## src/rtl/cla_pkg.sv

```systemverilog
// Package cla_pkg
// Purpose : shared sizing and the generate/propagate pair type for the
//           two-level lookahead adder-subtractor.
// Assumes : the data width is an exact multiple of the slice width.
package cla_pkg;

    localparam int SLICE_W  = 4;
    localparam int N_SLICES = 8;
    localparam int DATA_W   = SLICE_W * N_SLICES;

    // One summary pair: gen = carry produced inside, prop = carry passes through.
    typedef struct packed {
        logic gen;
        logic prop;
    } gp_pair_t;

endpackage

```

## src/rtl/cla_pg_slice.sv

```systemverilog
// Module cla_pg_slice
// Purpose : forms per-bit generate (AND) and propagate (XOR) terms.
//           In subtract mode the second operand is inverted before
//           the terms are formed.
// Assumes : sub_en is stable while the result is in use (pure combinational).
module cla_pg_slice #(
    parameter int W = 4
) (
    input  logic [W-1:0] a_bits,
    input  logic [W-1:0] b_bits,
    input  logic         sub_en,
    output logic [W-1:0] bit_gen,
    output logic [W-1:0] bit_prop
);

    logic [W-1:0] b_eff;

    // Conditionally invert the second operand and form the bit terms.
    always_comb begin
        b_eff    = b_bits ^ {W{sub_en}};
        bit_gen  = a_bits & b_eff;
        bit_prop = a_bits ^ b_eff;
    end

    // A bit can never both generate and propagate with the XOR form.
    always_comb begin
        AST_BIT_GP_DISJOINT: assert ((bit_gen & bit_prop) == '0)
            else $error("bit generate and propagate overlap");
    end

endmodule

```

## src/rtl/cla_group.sv

```systemverilog
// Module cla_group
// Purpose : one first-level lookahead slice. Every local carry is a flat
//           sum of products over the bit terms and the slice carry-in,
//           so no local carry depends on another local carry. Sum bits
//           reuse the propagate terms. The slice also exports its
//           generate/propagate summary to the second level.
// Assumes : grp_cin arrives from the second-level unit.
module cla_group
    import cla_pkg::*;
#(
    parameter int W = SLICE_W
) (
    input  logic [W-1:0] bit_gen,
    input  logic [W-1:0] bit_prop,
    input  logic         grp_cin,
    output logic [W-1:0] grp_sum,
    output gp_pair_t     grp_pair
);

    logic [W:0] loc_carry;

    // Flat sum-of-products for every local carry, including the slice carry-out.
    always_comb begin
        loc_carry    = '0;
        loc_carry[0] = grp_cin;
        for (int k = 1; k <= W; k++) begin
            logic acc;
            logic term;
            acc = 1'b0;
            for (int j = 0; j < k; j++) begin
                term = bit_gen[j];
                for (int m = j + 1; m < k; m++) begin
                    term = term & bit_prop[m];
                end
                acc = acc | term;
            end
            term = grp_cin;
            for (int m = 0; m < k; m++) begin
                term = term & bit_prop[m];
            end
            loc_carry[k] = acc | term;
        end
    end

    // Sum bits reuse the propagate terms.
    always_comb begin
        grp_sum = bit_prop ^ loc_carry[W-1:0];
    end

    // Slice summary pair, formed without the incoming carry.
    always_comb begin
        logic gacc;
        logic gterm;
        gacc = 1'b0;
        for (int j = 0; j < W; j++) begin
            gterm = bit_gen[j];
            for (int m = j + 1; m < W; m++) begin
                gterm = gterm & bit_prop[m];
            end
            gacc = gacc | gterm;
        end
        grp_pair.gen  = gacc;
        grp_pair.prop = &bit_prop;
    end

    // The summary pair must predict the slice's own flat carry-out.
    always_comb begin
        AST_GRP_SUMMARY_MATCH: assert (loc_carry[W] == (grp_pair.gen | (grp_pair.prop & grp_cin)))
            else $error("slice summary disagrees with local carry-out");
        if (grp_pair.prop) begin
            AST_GRP_PASS_THROUGH: assert (grp_sum == {W{~grp_cin}})
                else $error("propagating slice produced wrong sum");
        end
    end

endmodule

```

## src/rtl/cla_level2.sv

```systemverilog
// Module cla_level2
// Purpose : second-level lookahead. Applies the same flat sum-of-products
//           to the slice summary pairs, producing the carry into every slice
//           and the carry-out in parallel, plus the whole-word pair.
// Assumes : pairs are ordered with slice 0 at the least significant end.
module cla_level2
    import cla_pkg::*;
#(
    parameter int N = N_SLICES
) (
    input  logic [N-1:0] s_gen,
    input  logic [N-1:0] s_prop,
    input  logic         c0,
    output logic [N:0]   slice_carry,
    output gp_pair_t     word_pair
);

    // Flat carry into each slice from the summary pairs and c0.
    always_comb begin
        slice_carry    = '0;
        slice_carry[0] = c0;
        for (int k = 1; k <= N; k++) begin
            logic acc;
            logic term;
            acc = 1'b0;
            for (int j = 0; j < k; j++) begin
                term = s_gen[j];
                for (int m = j + 1; m < k; m++) begin
                    term = term & s_prop[m];
                end
                acc = acc | term;
            end
            term = c0;
            for (int m = 0; m < k; m++) begin
                term = term & s_prop[m];
            end
            slice_carry[k] = acc | term;
        end
    end

    // Whole-word generate/propagate pair.
    always_comb begin
        logic gacc;
        logic gterm;
        gacc = 1'b0;
        for (int j = 0; j < N; j++) begin
            gterm = s_gen[j];
            for (int m = j + 1; m < N; m++) begin
                gterm = gterm & s_prop[m];
            end
            gacc = gacc | gterm;
        end
        word_pair.gen  = gacc;
        word_pair.prop = &s_prop;
    end

    // Word pair must be consistent with the carry-out and mutually exclusive.
    always_comb begin
        AST_WORD_COUT_MATCH: assert (slice_carry[N] == (word_pair.gen | (word_pair.prop & c0)))
            else $error("word summary disagrees with carry-out");
        AST_WORD_GP_EXCL: assert (!(word_pair.gen && word_pair.prop))
            else $error("word generate and propagate both set");
    end

endmodule

```

## src/rtl/cla_addsub32.sv

```systemverilog
// Module cla_addsub32
// Purpose : top of the two-level lookahead adder-subtractor. Instantiates
//           one bit-term slice and one lookahead slice per group, and one
//           second-level unit that supplies every slice carry.
// Assumes : purely combinational; cin is used only in add mode.
module cla_addsub32
    import cla_pkg::*;
(
    input  logic [DATA_W-1:0] opa,
    input  logic [DATA_W-1:0] opb,
    input  logic              cin,
    input  logic              sub_en,
    output logic [DATA_W-1:0] result,
    output logic              cout,
    output logic              word_gen,
    output logic              word_prop
);

    logic [DATA_W-1:0] bit_gen;
    logic [DATA_W-1:0] bit_prop;
    logic [N_SLICES-1:0] s_gen;
    logic [N_SLICES-1:0] s_prop;
    logic [N_SLICES:0] slice_carry;
    gp_pair_t          word_pair;
    logic              c0;

    // Initial carry: forced to one for subtraction, external carry otherwise.
    always_comb begin
        c0 = sub_en ? 1'b1 : cin;
    end

    for (genvar gi = 0; gi < N_SLICES; gi++) begin : g_slice
        gp_pair_t pair;

        cla_pg_slice #(.W(SLICE_W)) u_pg (
            .a_bits  (opa[gi*SLICE_W +: SLICE_W]),
            .b_bits  (opb[gi*SLICE_W +: SLICE_W]),
            .sub_en  (sub_en),
            .bit_gen (bit_gen[gi*SLICE_W +: SLICE_W]),
            .bit_prop(bit_prop[gi*SLICE_W +: SLICE_W])
        );

        cla_group #(.W(SLICE_W)) u_grp (
            .bit_gen (bit_gen[gi*SLICE_W +: SLICE_W]),
            .bit_prop(bit_prop[gi*SLICE_W +: SLICE_W]),
            .grp_cin (slice_carry[gi]),
            .grp_sum (result[gi*SLICE_W +: SLICE_W]),
            .grp_pair(pair)
        );

        // Unpack the slice summary onto the second-level vectors.
        always_comb begin
            s_gen[gi]  = pair.gen;
            s_prop[gi] = pair.prop;
        end
    end

    cla_level2 #(.N(N_SLICES)) u_l2 (
        .s_gen      (s_gen),
        .s_prop     (s_prop),
        .c0         (c0),
        .slice_carry(slice_carry),
        .word_pair  (word_pair)
    );

    // Drive the word-level outputs.
    always_comb begin
        cout      = slice_carry[N_SLICES];
        word_gen  = word_pair.gen;
        word_prop = word_pair.prop;
    end

    // Port-level relations that follow from the arithmetic.
    always_comb begin
        if (sub_en && (opa == opb)) begin
            AST_SUB_SELF_ZERO: assert (result == '0 && cout)
                else $error("x - x did not give zero with carry");
        end
        if (!sub_en && (opb == '0) && !cin) begin
            AST_ADD_IDENTITY: assert (result == opa && !cout)
                else $error("x + 0 did not return x");
        end
        if (sub_en && (opb == '0)) begin
            AST_SUB_ZERO_KEEP: assert (result == opa && cout)
                else $error("x - 0 did not return x with carry");
        end
    end

endmodule

```

## config.mk

```make
export PLATFORM = sky130hd
export DESIGN_NAME = cla_addsub32
export DESIGN_NICKNAME = d
export VERILOG_FILES = /design/src/rtl/cla_pkg.sv /design/src/rtl/cla_pg_slice.sv /design/src/rtl/cla_group.sv /design/src/rtl/cla_level2.sv /design/src/rtl/cla_addsub32.sv
export SDC_FILE = /design/constraint.sdc
export NUM_CORES = 1
export LEC_CHECK = 0
export BUFFER_PORTS_ARGS = -buffer_cell sky130_fd_sc_hd__buf_2
export CAP_MARGIN = 25
export CORE_UTILIZATION = 48
export DETAILED_ROUTE_END_ITERATION = 8
export PLACE_DENSITY_LB_ADDON = 0.15
export SYNTH_ARGS = -nofsm -noshare
export SYNTH_HDL_FRONTEND = slang
export SYNTH_SLANG_ARGS = --single-unit
```

## constraint.sdc

```tcl
create_clock -name vclk -period 3.7
set_clock_uncertainty 0.15 [all_clocks]
set_input_delay 0 -clock vclk [all_inputs]
set_output_delay 0 -clock vclk [all_outputs]
set_load 0.1 [all_outputs]
```

==> results.toml <==
[status]
status = "complete, no violations"

[critical_path]
cp_max_fo = 24
path_cells = "buf_2, buf_4, xor2_1, ha_1, a21oi_1, o21ai_0, a21oi_1, o31ai_2, a31o_1, ha_1, o21a_1, o21a_1, nor2_1, xnor2_2, buf_12"
start_kind = "primary input"
required_ns = 3.55
crit_family = "compound AO/OA/AOI/OAI gates"
slowest_delay_ns = 0.50
arrival_ns = 3.15
cpMaxStageDelayCell = "buf_2"
critPathBufInv = 3
worst_setup_path_end_kind = "output pin"
critical_path_class = "primary input to output pin"

[placement]
hpwl_mm = 3.61
gp_congestion = 0.798
io_buffers = 101
dp.cells = 388
pre_cts_ws_ns = 0.382

[global_route]
antenna_found_initial = 0
use_met2_pct = 38.9
grt_pass1_vias = 1753
overflow = 0
gr-max-usage-layer = "met2"
grt_use_met1_pct = 23.7
grt_pass1_wl_mm = 6.91
grt_use_total_pct = 19.5
met3_usage_pct = 1.41
grt_max_degree = 25

[finish]
fillers = 318
design.seq.count = 0
antennaDiodeCount = 0
final_cell_mix = "buf_2 (91), ha_1 (40), xor2_1 (32)"
final-seq-area_um2 = 0
instances_no_fill = 388
multiInputGateArea_mm2 = 0.00178
syn_to_final_growth_pct = 38.8
clock_buffers = 0
layout_commonest_cell = "buf_2"
drive_above_1_share_pct = 34.4
nets = 456
fin_util_pct = 70.3

[routing]
drt_iter0_drc = 39
wl_per_cell_um = 10.4
drt_pass1_iterations = 4
via_count = 1942
ant_nets = 0
viasPerCell = 5.01
wl_mm = 4.03
drc = 0

[synth]
yosysTopAreaCellShare_pct = 26.6
synth.distinct_cells = 32
synthCells = 243
syn_area_per_cell_um2 = 7.74
yosys_warnings = 0
synth_top_area_cell = "ha_1"
syn_area_mm2 = 0.00188
ys_seq_area_share_pct = 0
synth_fp_nets = 357
synthTopCellsByArea = "ha_1 (27%), xor2_1 (15%), fa_1 (8.5%), xnor2_1 (7.4%), o21a_1 (6.4%)"

[power]
leakagePower_uw = 0.00140
powerDensity_mw_per_mm2 = 585
ir_drop_v = 0.000453
total_power_uw = 1530

[min_path]
hp-start = "opa[31]"
min_path_cells = 4
min_to = "result[31]"
hold_class = "primary input to output pin"

[sta]
period_needed_ns = 3.30
slew_headroom_pct = 57.9
worst_slew_pin_slew_ns = 0.631
hold_violations = 0
whs_ns = 0.409
finalSetupViolations = 0
rsz0062_at_grt = "false"
finalMaxSlewViolations = 0
fin_crit_sh_pct = 89.1
fin_ws_ns = 0.402
fmax_mhz = 303

[die]
num_io_pins = 101
core_mm2 = 0.00372
rows = 22
die_area_mm2 = 0.00418
die_w_um = 64.6
die_h_um = 64.6
start_util_pct = 50.6

[run]
drv_cap = 0

[clock_network]
ctsHoldBuffers = 0
postCtsSetupBuffers = 0
cts_resized = 0
==> worst min-delay path: cells and delay by family <==
kind / cells / cell delay [ns]
xor gates and xnor gates: 1 / 0.11
adders and majority gates: 1 / 0.21
buffers and inverters: 2 / 0.25
==> per-layer routing <==
metal	up-vias	routed length [µm]
li1	1025	-
met2	54	2050
met1	863	1740
met4	0	0
met5	-	0
met3	0	226
==> report_power, final <==
| group | total (µW) | switching, µW | internal [µW] |
|---|---|---|---|
| Sequential | 0 | 0 | 0 |
| Combinational | 1530 | 1140 | 391 |
| Clock | 0 | 0 | 0 |
| Total | 1530 | 1140 | 391 |
==> worst max-delay path by stage <==
stage / start / endpoint / slack, ns / cells past startpoint
detailed placement: sub_en / result[31] / 0.38 / 15
CTS: sub_en / result[31] / 0.35 / 15
global placement: sub_en / result[31] / 0.45 / 15
finish: sub_en / result[31] / 0.40 / 15
floorplan: sub_en / result[26] / -0.02 / 13
global route: sub_en / result[31] / 0.09 / 15
==> through the flow <==
| step | cell area (µm²) | TNS, ns |
|---|---|---|
| final | 2610 | 0 |
| after global routing | 2610 | 0 |
| after CTS | 2610 | 0 |
| after detailed placement | 2610 | 0 |
| after global placement | 2610 | 0 |
| after floorplan | 1910 | -0.0187 |
==> logic make-up (layout without fill, tap and decap cells) <==
logic type	Yosys count	count (layout)	share of synthesized area, %
adder cells (fa/ha/maj)	48	48	35.1
buffers and inverters	34	131	7.11
XOR/XNOR	48	48	22.3
AO/OA/AOI/OAI	56	56	21.0
AND/OR/NAND/NOR	57	57	14.4
==> cell usage after synthesis (all sizes together) <==
master  number
ha          40
a21bo        1
nand4        5
nor4         1
buf          5
o21ai        8
o21bai       1
o21a        16
a31o         2
nand2       12
xnor2       16
or2          1
nand3        2
fa           8
nor3         8
a21o         1
a21oi       20
o31ai        1
and2         1
inv         29
a211o        2
a21boi       1
a31oi        2
and4         2
a221oi       1
xor2        32
nor2        25
==> layout make-up <==
type	instances	area share (%)
repair buffers	102	25.4
well taps	48	2.30
multi-input cells	209	68.1
inverters	29	4.17
No activity file was read; power rests on OpenSTA's default activity.
